[config.mk]
export PLATFORM = sky130hd
export DESIGN_NAME = ulpi_suspend_seq
export DESIGN_NICKNAME = d
export VERILOG_FILES = /design/src/rtl/ulpi_susp_pkg.sv /design/src/rtl/ulpi_stp_sync.sv /design/src/rtl/ulpi_mode_regs.sv /design/src/rtl/ulpi_mode_timer.sv /design/src/rtl/ulpi_suspend_seq.sv
export SDC_FILE = /design/constraint.sdc
export NUM_CORES = 1
export LEC_CHECK = 0
export ABC_AREA = 1
export BUFFER_PORTS_ARGS = -buffer_cell sky130_fd_sc_hd__buf_2
export CORE_UTILIZATION = 50
export DETAILED_ROUTE_END_ITERATION = 16
export PLACE_DENSITY = 0.84
export SYNTH_ARGS = -nofsm -noshare
export SYNTH_HDL_FRONTEND = slang
export SYNTH_SLANG_ARGS = --single-unit
[constraint.sdc]
create_clock -name clk -period 2.8 [get_ports clk]
set_input_delay 0 -clock clk [delete_from_list [all_inputs] [get_ports clk]]
set_output_delay 0 -clock clk [all_outputs]
set_load 0.01 [all_outputs]
[src/rtl/ulpi_susp_pkg.sv]
package ulpi_susp_pkg;
  typedef enum logic [2:0] {
    ST_NORMAL, ST_ENTRY_WAIT, ST_SUSPENDED, ST_SERIAL_3PIN,
    ST_SERIAL_6PIN, ST_RESTART, ST_WAIT_STP_LOW
  } seq_state_e;

  typedef enum logic [1:0] {
    MODE_SYNC = 2'd0, MODE_LOWPWR = 2'd1, MODE_SER3 = 2'd2, MODE_SER6 = 2'd3
  } link_mode_e;

  localparam int IFC_SER6_BIT    = 0;
  localparam int IFC_SER3_BIT    = 1;
  localparam int IFC_KEEPCLK_BIT = 3;
  localparam int IFC_PROTDIS_BIT = 7;
  localparam int FUNC_LOWPWR_BIT = 6;
endpackage

[src/rtl/ulpi_stp_sync.sv]
module ulpi_stp_sync #(
  parameter int STAGES = 2
) (
  input  logic clk,
  input  logic rst,
  input  logic async_in,
  output logic sync_out
);
  generate
    if (STAGES < 2) begin : g_single
      logic flop_q;
      always_ff @(posedge clk) begin
        if (rst) flop_q <= 1'b0;
        else     flop_q <= async_in;
      end
      assign sync_out = flop_q;
    end else begin : g_chain
      logic [STAGES-1:0] chain_q;
      always_ff @(posedge clk) begin
        if (rst) chain_q <= '0;
        else     chain_q <= {chain_q[STAGES-2:0], async_in};
      end
      assign sync_out = chain_q[STAGES-1];
    end
  endgenerate
endmodule

[src/rtl/ulpi_mode_regs.sv]
module ulpi_mode_regs
  import ulpi_susp_pkg::*;
#(
  parameter int               ADDR_W    = 6,
  parameter logic [ADDR_W-1:0] FUNC_ADDR = 6'h04,
  parameter logic [ADDR_W-1:0] IFC_ADDR  = 6'h07
) (
  input  logic              clk,
  input  logic              rst,
  input  logic              wr_en,
  input  logic [ADDR_W-1:0] wr_addr,
  input  logic [7:0]        wr_data,
  input  logic              wr_allow,
  input  logic              clr_modes,
  output logic [7:0]        ifc_q,
  output logic [7:0]        func_q,
  output logic              req_valid,
  output link_mode_e        req_mode
);
  logic hit_ifc, hit_func;
  assign hit_ifc  = wr_en && wr_allow && (wr_addr == IFC_ADDR);
  assign hit_func = wr_en && wr_allow && (wr_addr == FUNC_ADDR);

  always_ff @(posedge clk) begin
    if (rst) begin
      ifc_q  <= 8'h00;
      func_q <= 8'h00;
    end else if (clr_modes) begin
      ifc_q[IFC_SER6_BIT]     <= 1'b0;
      ifc_q[IFC_SER3_BIT]     <= 1'b0;
      func_q[FUNC_LOWPWR_BIT] <= 1'b0;
    end else begin
      if (hit_ifc)  ifc_q  <= wr_data;
      if (hit_func) func_q <= wr_data;
    end
  end

  // Priority: low power, then 3-pin, then 6-pin serial.
  always_comb begin
    req_valid = 1'b0;
    req_mode  = MODE_SYNC;
    if (hit_func && wr_data[FUNC_LOWPWR_BIT]) begin
      req_valid = 1'b1;
      req_mode  = MODE_LOWPWR;
    end else if (hit_ifc && wr_data[IFC_SER3_BIT]) begin
      req_valid = 1'b1;
      req_mode  = MODE_SER3;
    end else if (hit_ifc && wr_data[IFC_SER6_BIT]) begin
      req_valid = 1'b1;
      req_mode  = MODE_SER6;
    end
  end

  // registers frozen when writes are locked out and nothing clears them
  p_locked_regs_r11: assert property (@(posedge clk) disable iff (rst)
    (!wr_allow && !clr_modes) |=> ($stable(ifc_q) && $stable(func_q)));
endmodule

[src/rtl/ulpi_mode_timer.sv]
module ulpi_mode_timer #(
  parameter int CNT_W = 3
) (
  input  logic             clk,
  input  logic             rst,
  input  logic             start,
  input  logic [CNT_W-1:0] term,
  output logic             expire
);
  logic [CNT_W-1:0] cnt_q;

  always_ff @(posedge clk) begin
    if (rst || start) cnt_q <= '0;
    else              cnt_q <= cnt_q + 1'b1;
  end

  assign expire = !start && (cnt_q == term);
endmodule

[src/rtl/ulpi_suspend_seq.sv]
module ulpi_suspend_seq
  import ulpi_susp_pkg::*;
#(
  parameter int ADDR_W         = 6,
  parameter int FUNC_ADDR      = 4,
  parameter int IFC_ADDR       = 7,
  parameter int ENTRY_CYCLES   = 5,
  parameter int RESTART_CYCLES = 3,
  parameter int SYNC_STAGES    = 2
) (
  input  logic              clk,
  input  logic              rst,
  input  logic              reg_wr_en,
  input  logic [ADDR_W-1:0] reg_wr_addr,
  input  logic [7:0]        reg_wr_data,
  input  logic              stp_i,
  output logic              dir_o,
  output logic              clk_en_o,
  output logic              sync_ok_o,
  output logic [1:0]        mode_o,
  output logic              pullup_en_o,
  output logic [7:0]        ifc_ctrl_o,
  output logic [7:0]        func_ctrl_o
);
  localparam int MAX_CYC = (ENTRY_CYCLES > RESTART_CYCLES) ? ENTRY_CYCLES : RESTART_CYCLES;
  localparam int CNT_W   = (MAX_CYC < 2) ? 1 : $clog2(MAX_CYC);
  localparam logic [CNT_W-1:0] ENTRY_TC   = CNT_W'(ENTRY_CYCLES - 1);
  localparam logic [CNT_W-1:0] RESTART_TC = CNT_W'(RESTART_CYCLES - 1);

  seq_state_e state_q, state_n;
  link_mode_e pend_q, req_mode, mode_q;
  logic       stp_s, req_valid, tmr_start, tmr_expire, in_mode, wr_allow;
  logic [7:0] ifc_q, func_q;

  ulpi_stp_sync #(.STAGES(SYNC_STAGES)) u_sync (
    .clk(clk), .rst(rst), .async_in(stp_i), .sync_out(stp_s));

  assign in_mode  = (state_q == ST_SUSPENDED) || (state_q == ST_SERIAL_3PIN) ||
                    (state_q == ST_SERIAL_6PIN);
  assign wr_allow = (state_q == ST_NORMAL);

  ulpi_mode_regs #(
    .ADDR_W(ADDR_W), .FUNC_ADDR(ADDR_W'(FUNC_ADDR)), .IFC_ADDR(ADDR_W'(IFC_ADDR))
  ) u_regs (
    .clk(clk), .rst(rst), .wr_en(reg_wr_en), .wr_addr(reg_wr_addr),
    .wr_data(reg_wr_data), .wr_allow(wr_allow), .clr_modes(in_mode && stp_s),
    .ifc_q(ifc_q), .func_q(func_q), .req_valid(req_valid), .req_mode(req_mode));

  assign tmr_start = (wr_allow && req_valid) || (in_mode && stp_s);

  ulpi_mode_timer #(.CNT_W(CNT_W)) u_timer (
    .clk(clk), .rst(rst), .start(tmr_start),
    .term((state_q == ST_RESTART) ? RESTART_TC : ENTRY_TC), .expire(tmr_expire));

  always_comb begin
    state_n = state_q;
    unique case (state_q)
      ST_NORMAL:     if (req_valid) state_n = ST_ENTRY_WAIT;
      ST_ENTRY_WAIT: if (tmr_expire) begin
        unique case (pend_q)
          MODE_SER3: state_n = ST_SERIAL_3PIN;
          MODE_SER6: state_n = ST_SERIAL_6PIN;
          default:   state_n = ST_SUSPENDED;
        endcase
      end
      ST_SUSPENDED, ST_SERIAL_3PIN, ST_SERIAL_6PIN:
                       if (stp_s) state_n = ST_RESTART;
      ST_RESTART:      if (tmr_expire) state_n = ST_WAIT_STP_LOW;
      ST_WAIT_STP_LOW: if (!stp_s) state_n = ST_NORMAL;
      default:         state_n = ST_NORMAL;
    endcase
  end

  always_ff @(posedge clk) begin
    if (rst) begin
      state_q   <= ST_NORMAL;
      pend_q    <= MODE_SYNC;
      dir_o     <= 1'b0;
      clk_en_o  <= 1'b1;
      sync_ok_o <= 1'b1;
      mode_q    <= MODE_SYNC;
    end else begin
      state_q <= state_n;
      if (wr_allow && req_valid) pend_q <= req_mode;
      dir_o     <= (state_n == ST_SUSPENDED) || (state_n == ST_SERIAL_3PIN) ||
                   (state_n == ST_SERIAL_6PIN) || (state_n == ST_RESTART);
      clk_en_o  <= !((state_n == ST_SUSPENDED) ||
                     (((state_n == ST_SERIAL_3PIN) || (state_n == ST_SERIAL_6PIN)) &&
                      !ifc_q[IFC_KEEPCLK_BIT]));
      sync_ok_o <= (state_n == ST_NORMAL);
      unique case (state_n)
        ST_SUSPENDED:   mode_q <= MODE_LOWPWR;
        ST_SERIAL_3PIN: mode_q <= MODE_SER3;
        ST_SERIAL_6PIN: mode_q <= MODE_SER6;
        default:        mode_q <= MODE_SYNC;
      endcase
    end
  end

  assign mode_o      = mode_q;
  assign pullup_en_o = !ifc_q[IFC_PROTDIS_BIT];
  assign ifc_ctrl_o  = ifc_q;
  assign func_ctrl_o = func_q;

  // low power always means DIR held and clock stopped
  p_lowpwr_stops_clk_r2: assert property (@(posedge clk) disable iff (rst)
    (mode_q == MODE_LOWPWR) |-> (dir_o && !clk_en_o));
  // DIR only rises right after the entry timer expires
  p_dir_after_wait_r2: assert property (@(posedge clk) disable iff (rst)
    $rose(dir_o) |-> $past(tmr_expire));
  // keep-clock bit holds the clock through serial modes
  p_keep_clk_r5: assert property (@(posedge clk) disable iff (rst)
    (((mode_q == MODE_SER3) || (mode_q == MODE_SER6)) && ifc_q[IFC_KEEPCLK_BIT]) |-> clk_en_o);
  // mode bits are already cleared while restarting
  p_exit_clear_r9: assert property (@(posedge clk) disable iff (rst)
    (state_q == ST_RESTART) |-> ((ifc_q[1:0] == 2'b00) && !func_q[FUNC_LOWPWR_BIT]));
  // no synchronous operation while STP is still high after release of DIR
  p_hold_until_stp_low_r8: assert property (@(posedge clk) disable iff (rst)
    (state_q == ST_WAIT_STP_LOW) |-> (!sync_ok_o && !dir_o && clk_en_o));
endmodule

==> flow_metrics.tcl <==
set metrics [dict create \
    status "complete, no violations" \
    endpoint_kind "flop" \
    io_buffers 39 \
    clock_latency_ns 0.35 \
    path_clk_slew_ns 0.10 \
    cpMaxStageDelayCell "dfxtp_1" \
    n_antenna_cell 0 \
    crit_type "flop to flop" \
    synthesis.nets 197 \
    final_util_pct 69.4 \
    core_mm2 0.00252 \
    die_h_um 54.1 \
    clock-sinks 31 \
    die_x_um 54.1 \
    clockBufferDepth 2 \
    routed_wl_um 3060 \
    syn_to_final_growth_pct 28.9 \
    swShare_pct 26.4 \
    finalCritPeriodShare_pct 64.4 \
    synth_top_flop_cell "dfxtp_1" \
    avgSynthCellArea_um2 7.63 \
    critPathMaxFanout 9 \
    ioPinCount 40 \
    rows 18 \
    netlist.area_leader.share_pct 45.7 \
    grt_max_degree 21 \
    drv_cap 0 \
    power_frac_comb_pct 8.1 \
    synth-edff-count 0 \
    reg2regPathDepth 12 \
    grt_pass1_wl_um 4890 \
    synth_area_mm2 0.00136 \
    vias_per_cell 4.94 \
    ir_drop_mv 0.486 \
    critPathLaunch "state_q[0]" \
    synthArstFlopShare_pct 0 \
    cts_tree "built" \
    max_slew_margin_pct 64.1 \
    finalMaxSlewViolations 0 \
    first_pass_iters 4 \
    setup_viol 0 \
    num_vias 1303 \
    synth_seq_cells 31 \
    drt_iter0_markers 19 \
    drive_above_1_share_pct 30.3 \
    min_path_type "primary input to flop" \
    groute.usage.overall_pct 24.6 \
    fin_worst_skew_ns 0.00393 \
    reg2reg_setup_slack_ns 1.0 \
    arrival_ns 2.06 \
    antenna_found_initial 0 \
    hpwlAfterDp_um 2120 \
    start_util_pct 53.8 \
    crit_required_ns 3.06 \
    drc_errors 0 \
    ys_warn_count 0 \
    hold_violations 0 \
    p_sw_uw 206 \
    post_cts_buffers 0 \
    gp_congestion 0.897 \
    internal_power_uw 575 \
    r2r-start "state_q[0]" \
    layout_min_cycle_time_ns 1.80 \
    worstReg2RegEnd "clk_en_o" \
    p_clk_share_pct 33.9 \
    fmax_mhz 555 \
    synth.area.top_cells "dfxtp_1, nor2_1, nand2_1" \
    yosys.area.top_type "dfxtp_1" \
    seqPwrFrac_pct 58.0 \
    nFillCells 213 \
    finish.net_count 252 \
    startpoint_type "flop" \
    slowest_delay_ns 0.37 \
    post_drt_wl_per_cell_um 11.6 \
    dieArea_mm2 0.00293 \
    htreeDepth 2 \
    tightest_slew_ns 0.537 \
    cellPowerDensity_mw_per_mm2 446 \
    synth_commonest_cells "nor2_1, dfxtp_1, nand2_1, inv_1, o21ai_0" \
    worstSetupEndpoint "clk_en_o" \
    cts_buffers 5 \
    power_leakage_uw 0.000887 \
    clk_root_buffer_cell "clkbuf_4" \
    synth.most_common_cell "nor2_1" \
    grt_pass1_vias 1190 \
    ant_nets 0 \
    path_cells "nor2_2 > nand3_2 > nor2_4 > nand2_4 > nand4_4 > nor2_1 > nor2_2 > nand3_1 > nand2_1 > nand3_1 > nand2_1 > inv_1" \
    synth_cells 178 \
    overflow 0 \
    synth_seq_area_share_pct 45.7 \
    rsz0062_at_grt "false" \
    fin_tns_setup_ns 0 \
    netlist-cell-type-count 29 \
]
[sequential cells by signal, indices dropped and copies added (netlist names)]
signal	flops
clk_en_o	1
dir_o	1
mode_o	2
pend_q	2
state_q	3
sync_ok_o	1
u_regs.func_q	8
u_regs.ifc_q	8
u_sync.g_chain.chain_q	2
u_timer.cnt_q	3
[layer usage]
metal / vias to the layer above / GRT usage (%) / share of wire, %
met5: - / 0 / 0
met4: 0 / 14.1 / 2.4
met3: 8 / 7.91 / 4.6
met2: 36 / 41.8 / 49
met1: 593 / 26.6 / 44
li1: 666 / - / -
[worst min path at each step]
stage | start | endpoint | slack (ns) | depth (start not counted)
3_3_place_gp | stp_i | u_sync.g_chain.chain_q[0] | 0.21 | 3
5_1_grt | reg_wr_addr[3] | u_regs.ifc_q[0] | 0.16 | 6
2_1_floorplan | rst | dir_o | 0.07 | 1
3_5_place_dp | stp_i | u_sync.g_chain.chain_q[0] | 0.23 | 3
6_report | reg_wr_addr[3] | u_regs.ifc_q[0] | 0.12 | 6
4_1_cts | reg_wr_addr[3] | u_regs.ifc_q[0] | 0.12 | 6
[worst max-delay path, delay by kind of cell, from the launching register on]
| family | cells | cell delay [ns] |
|---|---|---|
| flip-flops | 1 | 0.37 |
| buffers and inverters | 1 | 0.04 |
| AND/OR/NAND/NOR | 11 | 1.30 |
[cell type report]
class	count	area, um^2	share of cell area (%)
well taps	30	37.5	2.14
inverters	26	100	5.72
clock buffers	5	37.5	2.14
repair buffers	50	305	17.4
multi-input cells	119	629	36.0
clock inverters	3	20.0	1.14
flip-flops and latches	31	621	35.5
[per-stage QoR]
step / std cells / instance area, um^2 / setup slack (ns) / hold WS [ns] / total power, uW
final: 264 / 1750 / 0.998 / 0.120 / 781
after CTS: 264 / 1750 / 1.01 / 0.122 / 788
after global placement: 245 / 1580 / 1.07 / 0.215 / 513
after detailed placement: 245 / 1580 / 1.05 / 0.230 / 514
after floorplan: 178 / 1360 / 1.28 / 0.0663 / 490
after global routing: 264 / 1750 / 0.830 / 0.161 / 809
[cells in the final DEF (no fill, tap or decap), types with 2 or more instances in the layout]
cell            n
nand2_2         3
buf_2          39
dlygate4sd3_1  11
clkbuf_4        5
clkinvlp_4      2
nor2_1         34
nand2_1        28
inv_2           3
nor2_2          4
o21ai_0        14
nand3_2         5
nand3_1         8
inv_1          21
nor2_4          2
dfxtp_1        31
a21oi_1         6
and2_1          2
[repair_timing]
action                    in CTS  in global routing
resized for setup              0                  0
hold buffers                  11                  0
hold endpoints to repair      23                  0
[power groups by stage]
stage / registers [uW] / logic, uW / clock network (uW)
finish: 453 / 63.2 / 265
global route: 454 / 71.7 / 284
detailed placement: 463 / 51.0 / 0
global placement: 463 / 50.1 / 0
floorplan: 463 / 27.4 / 0
CTS: 453 / 62.9 / 272
[cell families (layout without fill, tap and decap cells)]
| group | count (synthesis) | after routing | share of synthesized area, % |
|---|---|---|---|
| buf+inv | 28 | 84 | 7.93 |
| compound gates | 26 | 26 | 11.4 |
| fa+ha+maj | 1 | 1 | 0.922 |
| simple gates | 91 | 91 | 33.4 |
| flops | 31 | 31 | 45.7 |
| xor+xnor | 1 | 1 | 0.645 |
No activity file was read; power rests on OpenSTA's default activity.
